--- src/rtl/wf_pkg.sv ---
package wf_pkg;

    localparam int STATE_W = 2;

    typedef enum logic [STATE_W-1:0] {
        ST_SEARCH  = 2'b00,
        ST_BLOCKED = 2'b01,
        ST_HUGGING = 2'b10,
        ST_GAP     = 2'b11
    } wf_state_t;

    typedef struct packed {
        logic left;
        logic right;
    } feelers_t;

    typedef struct packed {
        logic fwd;
        logic veer_left;
        logic veer_right;
    } drive_t;

    function automatic wf_state_t wf_next(input wf_state_t cur, input feelers_t f);
        wf_state_t nxt;
        nxt = cur;
        unique case (cur)
            ST_SEARCH:  nxt = (f.left || f.right) ? ST_BLOCKED : ST_SEARCH;
            ST_BLOCKED: nxt = (f.left || f.right) ? ST_BLOCKED : ST_GAP;
            ST_HUGGING: begin
                if (f.left)       nxt = ST_BLOCKED;
                else if (f.right) nxt = ST_HUGGING;
                else              nxt = ST_GAP;
            end
            ST_GAP:     nxt = f.right ? ST_HUGGING : ST_GAP;
            default:    nxt = ST_SEARCH;
        endcase
        return nxt;
    endfunction

    function automatic drive_t wf_decode(input wf_state_t cur);
        drive_t d;
        d = '0;
        unique case (cur)
            ST_SEARCH:  d = '{fwd: 1'b1, veer_left: 1'b0, veer_right: 1'b0};
            ST_BLOCKED: d = '{fwd: 1'b0, veer_left: 1'b1, veer_right: 1'b0};
            ST_HUGGING: d = '{fwd: 1'b1, veer_left: 1'b1, veer_right: 1'b0};
            ST_GAP:     d = '{fwd: 1'b1, veer_left: 1'b0, veer_right: 1'b1};
            default:    d = '{fwd: 1'b1, veer_left: 1'b0, veer_right: 1'b0};
        endcase
        return d;
    endfunction

endpackage

--- src/rtl/wf_next_logic.sv ---
module wf_next_logic
    import wf_pkg::*;
(
    input  wf_state_t cur_state,
    input  feelers_t  feel,
    output wf_state_t nxt_state
);
    always_comb begin
        nxt_state = wf_next(cur_state, feel);
    end
endmodule

--- src/rtl/wf_state_reg.sv ---
module wf_state_reg
    import wf_pkg::*;
(
    input  logic      clk,
    input  logic      rst,
    input  wf_state_t d_state,
    output wf_state_t q_state
);
    always_ff @(posedge clk) begin
        if (rst) q_state <= ST_SEARCH;
        else     q_state <= d_state;
    end
endmodule

--- src/rtl/wf_cmd_decode.sv ---
module wf_cmd_decode
    import wf_pkg::*;
(
    input  wf_state_t cur_state,
    output drive_t    drive
);
    always_comb begin
        drive = wf_decode(cur_state);
    end
endmodule

--- src/rtl/wallfollow_ctrl.sv ---
module wallfollow_ctrl
    import wf_pkg::*;
(
    input  logic clk,
    input  logic rst,
    input  logic touch_left,
    input  logic touch_right,
    output logic cmd_fwd,
    output logic cmd_veer_left,
    output logic cmd_veer_right
);
    feelers_t  feel;
    wf_state_t cur_state;
    wf_state_t nxt_state;
    drive_t    drive;

    assign feel = '{left: touch_left, right: touch_right};

    wf_next_logic u_next (
        .cur_state (cur_state),
        .feel      (feel),
        .nxt_state (nxt_state)
    );

    wf_state_reg u_reg (
        .clk     (clk),
        .rst     (rst),
        .d_state (nxt_state),
        .q_state (cur_state)
    );

    wf_cmd_decode u_dec (
        .cur_state (cur_state),
        .drive     (drive)
    );

    assign cmd_fwd        = drive.fwd;
    assign cmd_veer_left  = drive.veer_left;
    assign cmd_veer_right = drive.veer_right;
endmodule

--- config.mk ---
export PLATFORM = sky130hd
export DESIGN_NAME = wallfollow_ctrl
export DESIGN_NICKNAME = d
export VERILOG_FILES = /design/src/rtl/wf_pkg.sv /design/src/rtl/wf_next_logic.sv /design/src/rtl/wf_state_reg.sv /design/src/rtl/wf_cmd_decode.sv /design/src/rtl/wallfollow_ctrl.sv
export SDC_FILE = /design/constraint.sdc
export NUM_CORES = 1
export LEC_CHECK = 0
export BUFFER_PORTS_ARGS = -buffer_cell sky130_fd_sc_hd__buf_2
export CAP_MARGIN = 0
export CORE_AREA = 2 2 39 41
export CTS_CLUSTER_DIAMETER = 40
export CTS_CLUSTER_SIZE = 20
export DETAILED_ROUTE_END_ITERATION = 12
export DIE_AREA = 0 0 41 43
export HOLD_SLACK_MARGIN = 0.15
export PLACE_DENSITY = 0.35
export SYNTH_ARGS = -nofsm -noshare
export SYNTH_HDL_FRONTEND = slang
export SYNTH_SLANG_ARGS = --single-unit
export TNS_END_PERCENT = 50
--- constraint.sdc ---
create_clock -name clk -period 1.86 [get_ports clk]
set_input_delay 0.372 -clock clk [delete_from_list [all_inputs] [get_ports clk]]
set_output_delay 0.372 -clock clk [all_outputs]
set_load 0.01 [all_outputs]
# After elaboration in Yosys (flattened, before gate mapping)
# Cells that the tools add are included.
# Widths: inputs -> output; s select.
# classes
n_eq_ne	3
n_mux	6
reduce_logical	2
# op_table
op	n
$pmux 3 s4	1
$pmux 2 s4	1
$eq 2x2->1 const B	2
$mux 2	2
$eq 2x1->1 const B	1
$logic_not 2->1	1
$mux 1	2
$logic_or 1x1->1	1
# totals
reg_bits	2
out_inout_bits	3
elab_cells	12

# Logic depth before layout (Yosys ltp)
# Gate-level depths: netlist (run 1).
# logic_depth
word_depth	3
depth_mapped	5
mapped_depth_nobuf	5

# Hierarchy
# A second synthesis (run 1) with hierarchy kept.
# hier_totals
hier_cells	16
area_unflattened_um2	131.4
# modules_own_cells
module	n_inst	cells_each	area_per_inst_um2	seq_area_each_um2
wf_state_reg	1	4	52.6	40.0
wf_next_logic	1	7	42.5	0.0
wf_cmd_decode	1	5	36.3	0.0

# Worst setup path before layout (run 1)
# Ideal clock, no wire load.
# synth_timing
path_type	flip-flop to flip-flop
start	register u_reg.q_state[0]
end	register u_reg.q_state[0]
arrival_ns	1.187
slack_ns	0.558
path_stages_with_launch	6
path_buffers	0
synth_period_minus_slack_ns	1.302
cell_sequence	dfxtp_1 > inv_1 > ha_1 > or3b_1 > a21oi_1 > nor3_1
# synth_between
elab_chain_cells	2
word_cells_on_any_way	5
cone_classes	eq/ne (3); mux (1); reduce/logical (1)
# synth_lines
element	line	text
from (decl)	wf_state_reg.sv:7	output wf_state_t q_state
from (signal assigned)	wf_state_reg.sv:11	else q_state <= d_state;
$eq 2x2->1 (tied with other cells)	wf_pkg.sv:26	unique case (cur)
$pmux 2 s4 (*)	wf_pkg.sv:26	
# Mark *: on every way between the ends. The rest lies on a longest branch, timed or not.
# A chain may end at the register's enable or synchronous reset.

# Worst setup path after layout (run 1)
# layout_timing
start	register u_reg.q_state[0]
end	output cmd_veer_left
# layout_between
elab_chain_cells	2
word_cells_on_any_way	5
cone_classes	eq/ne (3); mux (1); reduce/logical (1)
# layout_lines
element	line	text
$eq 2x2->1 (tied with other cells)	wf_pkg.sv:43	unique case (cur)
$pmux 3 s4 (*)	wf_pkg.sv:43	
to (decl)	wallfollow_ctrl.sv:9	output logic cmd_veer_left,
# Marks and branches as above.

==> results.toml, run 1 <==
[global_route]
grt_max_degree = 6
grtUsageTotal_pct = 5.61
grt-ovfl-total = 0
use_met3_pct = 4.71
grtUsageMet2_pct = 5.00
grt_pass1_vias = 148
grt_pass1_wl_um = 565
grt_most_used_layer = "met4"
antenna_found_initial = 0
met1_usage_pct = 6.07

[cells_and_area]
antenna_cells = 0
area_growth_pct = 37.4
largest_register = "u_reg.q_state"
final_cell_mix = "ha_1, buf_2, inv_1"
fin_area_um2 = 267
largest_register_ffs = 2
drive_gt1_share_pct = 36.7
n_fill_cell = 157
reg_top3 = "u_reg.q_state (2)"
fin_nets = 42

[cts]
worstSkewPairLatency_ns = 0.22
cts_hold_buf = 0
post-cts-setup-buffers = 0
numClockSinks = 2
cts-htree-levels = 1
cts_root_buf = "clkbuf_4"
clockBufferDepth = 2
clk_pin_slew_ns = 0.03
cts_repair_resize_count = 0
cts_made_buffers = 3
cts_tree = "done"

[floorplanning]
die_area_mm2 = 0.00176
initial_core_util_pct = 14.0
ios = 7
die_h_um = 43
fp.dieW_um = 41
core_area_mm2 = 0.00138
num_rows = 14

[pwr]
vdd_ir_drop_max_uv = 157
p_seq_share_pct = 27.0
switching_share_pct = 26.2
total_power_uw = 187
p_leak_nw = 0.135
power.net_switching_uw = 49.0
p_per_area_mw_per_mm2 = 702
combPwrFrac_pct = 21.1
p_clk_share_pct = 52.0
p_int_uw = 138

[placement]
place_hpwl_um = 268
portBuffers = 6
placed_cell_area_um2 = 244
routabilityCongestion = 0.673

[timing]
finalClockSkew_ns = 0.000183
setup_viol = 0
max_freq_mhz = 665
finalMaxSlewViolations = 0
rsz0062_at_grt = "no"
worst_slew_pin_slew_ns = 0.192
relSlewSlack_pct = 87.1
setup_tns_ns = 0
min_period_ns = 1.50
final-hold-violation-count = 0
fin_crit_sh_pct = 80.9

[critical_path]
critical_path.max_stage_delay_ns = 0.40
arrival_ns = 1.13
crit_required_ns = 1.49
start_kind = "flip-flop"
worstPathMaxFanout = 5
path_class = "reg2out"
crit_path_end_kind = "output port"
cp_cell_sequence = "inv_1 > ha_1 > buf_2"
cp_slowest_cell = "dfxtp_1"
cp_top_family = "flip-flops"
critPathBufInv = 2

[route]
via_count = 159
post_drt_wl_per_cell_um = 7.76
drcViolationCount = 0
vias_per_cell = 3.46
dr.pass1.iters = 1
ant_nets = 0
wirelength_um = 357
first_iter_violations = 0

[yosys]
syn_area_um2 = 194
synth_top_area_share_pct = 38.7
synth_cell_types = 11
synth.ff_latch_count = 2
synth.top_cells.by_area = "ha_1, dfxtp_1, inv_1"
yosysTopAreaCell = "ha_1"
synth_area_per_cell_um2 = 9.24
ys_seq_area_share_pct = 20.6
synthesis.nets = 31
synthesis.instances = 21
ys.warnings.count = 0

[outcome]
status = "finished, final reports clean"

[hold_path]
hp-class = "in2reg"

[run]
drv_cap = 0
[worst paths after layout]
kind | startpoint | to | slack, ns | cells past startpoint
worst max register to register | u_reg.q_state[0] | u_reg.q_state[0] | 0.47 | 5
worst max-delay path | u_reg.q_state[0] | cmd_veer_left | 0.36 | 3
worst min-delay path | rst | u_reg.q_state[0] | 0.33 | 2
worst min register to register | u_reg.q_state[1] | u_reg.q_state[1] | 0.71 | 3
[worst register-to-register path: cells and delay by family (launching register included)]
family / cells / cell delay (ns)
and+or+nand+nor: 2 / 0.43
DFF: 1 / 0.40
adders and majority gates: 1 / 0.24
AOI/OAI and AO/OA: 1 / 0.13
buffers and inverters: 1 / 0.08
[layout make-up]
type                            instances  area [um2]  area share (%)
Clock buffer                            3        22.5            8.45
Inverter                                4        15.0            5.63
Multi-Input combinational cell         15         139            52.1
Sequential cell                         2        40.0            15.0
Tap cell                               16        20.0            7.51
Timing Repair Buffer                    6        30.0            11.3
[cells by family after synthesis]
family,count (synthesis),share of synthesized area [%]
adders and majority gates,6,38.7
DFF,2,20.6
buffers and inverters,4,7.74
and+or+nand+nor,5,18.7
AOI/OAI and AO/OA,4,14.2
[synth_stat cells (all sizes together)]
library cell	count
ha	6
inv	4
dfxtp	2
nor3	2
a211oi	1
a21oi	1
and2b	1
o21a	1
o21bai	1
or2b	1
or3b	1
[stage by stage]
step | worst slack, ns | hold slack (ns) | util, % | cells
final | 0.356 | 0.325 | 19.3 | 46
after global routing | 0.254 | 0.314 | 19.3 | 46
after CTS | 0.327 | 0.314 | 19.3 | 46
after detailed placement | 0.458 | 0.556 | 17.6 | 43
after global placement | 0.448 | 0.563 | 17.6 | 43
after floorplan | 0.558 | 0.450 | - | 21
[per-layer routing]
metal	vias up	part of all wire (%)
met5	-	0
met4	0	0
met3	0	6.7
met2	5	43
met1	64	50
li1	90	-
[power by group through the flow]
stage	registers, mW	logic [mW]	clock network, mW
floorplan	0.0502	0.0276	0
global placement	0.0514	0.0397	0
detailed placement	0.0513	0.0396	0
CTS	0.0506	0.0404	0.105
global route	0.0515	0.0446	0.108
finish	0.0505	0.0394	0.0972
Power figures use the tool's default switching activity.
==> inputs of run 2 (changes only) <==
ABC_AREA = 1   (was default)
clock period = 1.5 ns   (was 1.86 ns; I/O delays follow)
==> run 2 against run 1 <==
Against the previous run: wire length grew 3.1%; final cell count up 15%; total power grew 16%; worst setup slack got worse by 0.27 ns; worst hold slack better by 0.018 ns; global-route usage is 0.70 points lower; non-clock buffer count stayed put; die area unchanged; critical endpoint unchanged; largest power group unchanged.
==> results.toml, run 2 <==
[outcome]
status = "finished, final reports clean"

[critical_path]
worstPathMaxFanout = 5
start_kind = "flip-flop"
cp_top_family = "flip-flops"
critical_path.max_stage_delay_ns = 0.39
cp_cell_sequence = "inv_1 > ha_1 > buf_2"
crit_path_end_kind = "output port"
cp_slowest_cell = "dfxtp_1"
arrival_ns = 1.12
critPathBufInv = 2
path_class = "reg2out"
crit_required_ns = 1.20

[yosys]
synthesis.instances = 28
syn_area_um2 = 199
synthesis.nets = 38
netlist_top_cells_count = "inv_1, ha_1, nand2_1"
ys.warnings.count = 0
synth.top_cells.by_area = "ha_1, dfxtp_1, inv_1"
yosysTopAreaCell = "ha_1"
async_flop_share_pct = 0
synth_cell_types = 8
synth_area_per_cell_um2 = 7.11
synth-edff-count = 0
ys_seq_area_share_pct = 20.1
ys.flop_type = "dfxtp_1"
synth_top_area_share_pct = 37.7
yosysMostFrequentCell = "inv_1"
synth.ff_latch_count = 2

[floorplanning]
core_area_mm2 = 0.00138
initial_core_util_pct = 14.4
ios = 7
die_h_um = 43
num_rows = 14
die_area_mm2 = 0.00176
fp.dieW_um = 41

[cts]
cts_repair_resize_count = 0
cts_hold_buf = 0
post-cts-setup-buffers = 0
cts_tree = "done"
worstSkewPairLatency_ns = 0.22
cts-htree-levels = 1
clk_pin_slew_ns = 0.03
cts_made_buffers = 3
numClockSinks = 2
cts_root_buf = "clkbuf_4"
clockBufferDepth = 2

[cells_and_area]
finish.utilization_pct = 19.6
fin_nets = 49
area_growth_pct = 36.5
n_fill_cell = 168
final_common_cell = "inv_1"
largest_register = "u_reg.q_state"
register_area_um2 = 40.0
largest_register_ffs = 2
antenna_cells = 0
multiInputGateArea_um2 = 133
final_cell_mix = "inv_1, ha_1, buf_2"
reg_top3 = "u_reg.q_state (2)"
drive_gt1_share_pct = 27.0

[pwr]
vdd_ir_drop_max_uv = 291
total_power_uw = 216
p_per_area_mw_per_mm2 = 797
p_leak_nw = 0.147

[timing]
worst_slew_pin_slew_ns = 0.179
rsz0062_at_grt = "no"
max_freq_mhz = 705
fin_hold_ws_ns = 0.343
finalMaxSlewViolations = 0
final-hold-violation-count = 0
setup_viol = 0
setup_tns_ns = 0
fin_crit_sh_pct = 94.5
relSlewSlack_pct = 88.1
finalClockSkew_ns = 0.00207
min_period_ns = 1.42

[global_route]
grt_max_degree = 6
grt_pass1_vias = 166
antenna_found_initial = 0
grt_pass1_wl_um = 538
grt-ovfl-total = 0
grtUsageTotal_pct = 4.91

[route]
vias_per_cell = 3.23
post_drt_wl_per_cell_um = 6.94
via_count = 171
dr.pass1.iters = 1
drcViolationCount = 0
first_iter_violations = 0
wirelength_um = 368
ant_nets = 0

[run]
drv_cap = 0

[placement]
portBuffers = 6
place_hpwl_um = 321
routabilityCongestion = 0.615

[hold_path]
hp-class = "in2reg"
[run 2: cell types whose count changed after synthesis, sizes merged, moves of 2 or more]
| cell | previous run | this run |
|---|---|---|
| nand2 | 0 | 5 |
| a21oi | 1 | 3 |
| nor2 | 0 | 4 |
| nor3 | 2 | 0 |
| inv | 4 | 7 |
[run 2: path summary, 6_finish.rpt]
path                                        from                to  slack, ns  cells past startpoint
worst max-delay path            u_reg.q_state[0]     cmd_veer_left       0.08                      3
worst min-delay path                         rst  u_reg.q_state[0]       0.34                      4
worst max register to register  u_reg.q_state[0]  u_reg.q_state[0]       0.36                      6
worst min register to register  u_reg.q_state[0]  u_reg.q_state[1]       0.74                      3
[run 2: metal layers]
metal	vias up	global-route usage, %	share of wire, %
li1	99	-	-
met1	69	4.79	45
met2	3	6.88	50
met3	0	1.57	4.6
met4	0	6.00	0
met5	-	0	0
[run 2: final cells by class]
cell class,instances,area share [%]
timing repair buffer,6,11.1
tap,16,7.37
inverter,7,9.68
sequential,2,14.7
clock buffer,3,8.29
multi-input combinational,19,48.8
[run 2: worst min-delay path, stage by stage]
cell and delay (ns):
buf_2 0.08, inv_1 0.03, nand2_1 0.05, nor2_1 0.04
[run 2: power by group]
group          total (mW)  internal (mW)  switching [mW]
clock network       0.114         0.0878          0.0262
registers          0.0615         0.0570         0.00448
logic              0.0408         0.0183          0.0225
[run 2: logic make-up (layout without fill, tap and decap cells)]
group                      count (synthesis)  after routing  synth area share, %
and+or+nand+nor                           10             10                 21.4
buffers and inverters                      7             16                 13.2
adders and majority gates                  6              6                 37.7
AOI/OAI and AO/OA                          3              3                 7.54
DFF                                        2              2                 20.1
[run 2: per-stage QoR]
stage | setup slack (ns) | cells | cell area [um2]
after floorplan | 0.432 | 28 | 199
after global placement | 0.300 | 50 | 249
after detailed placement | 0.300 | 50 | 249
after CTS | 0.0623 | 53 | 272
after global routing | 0.0338 | 53 | 272
final | 0.0818 | 53 | 272
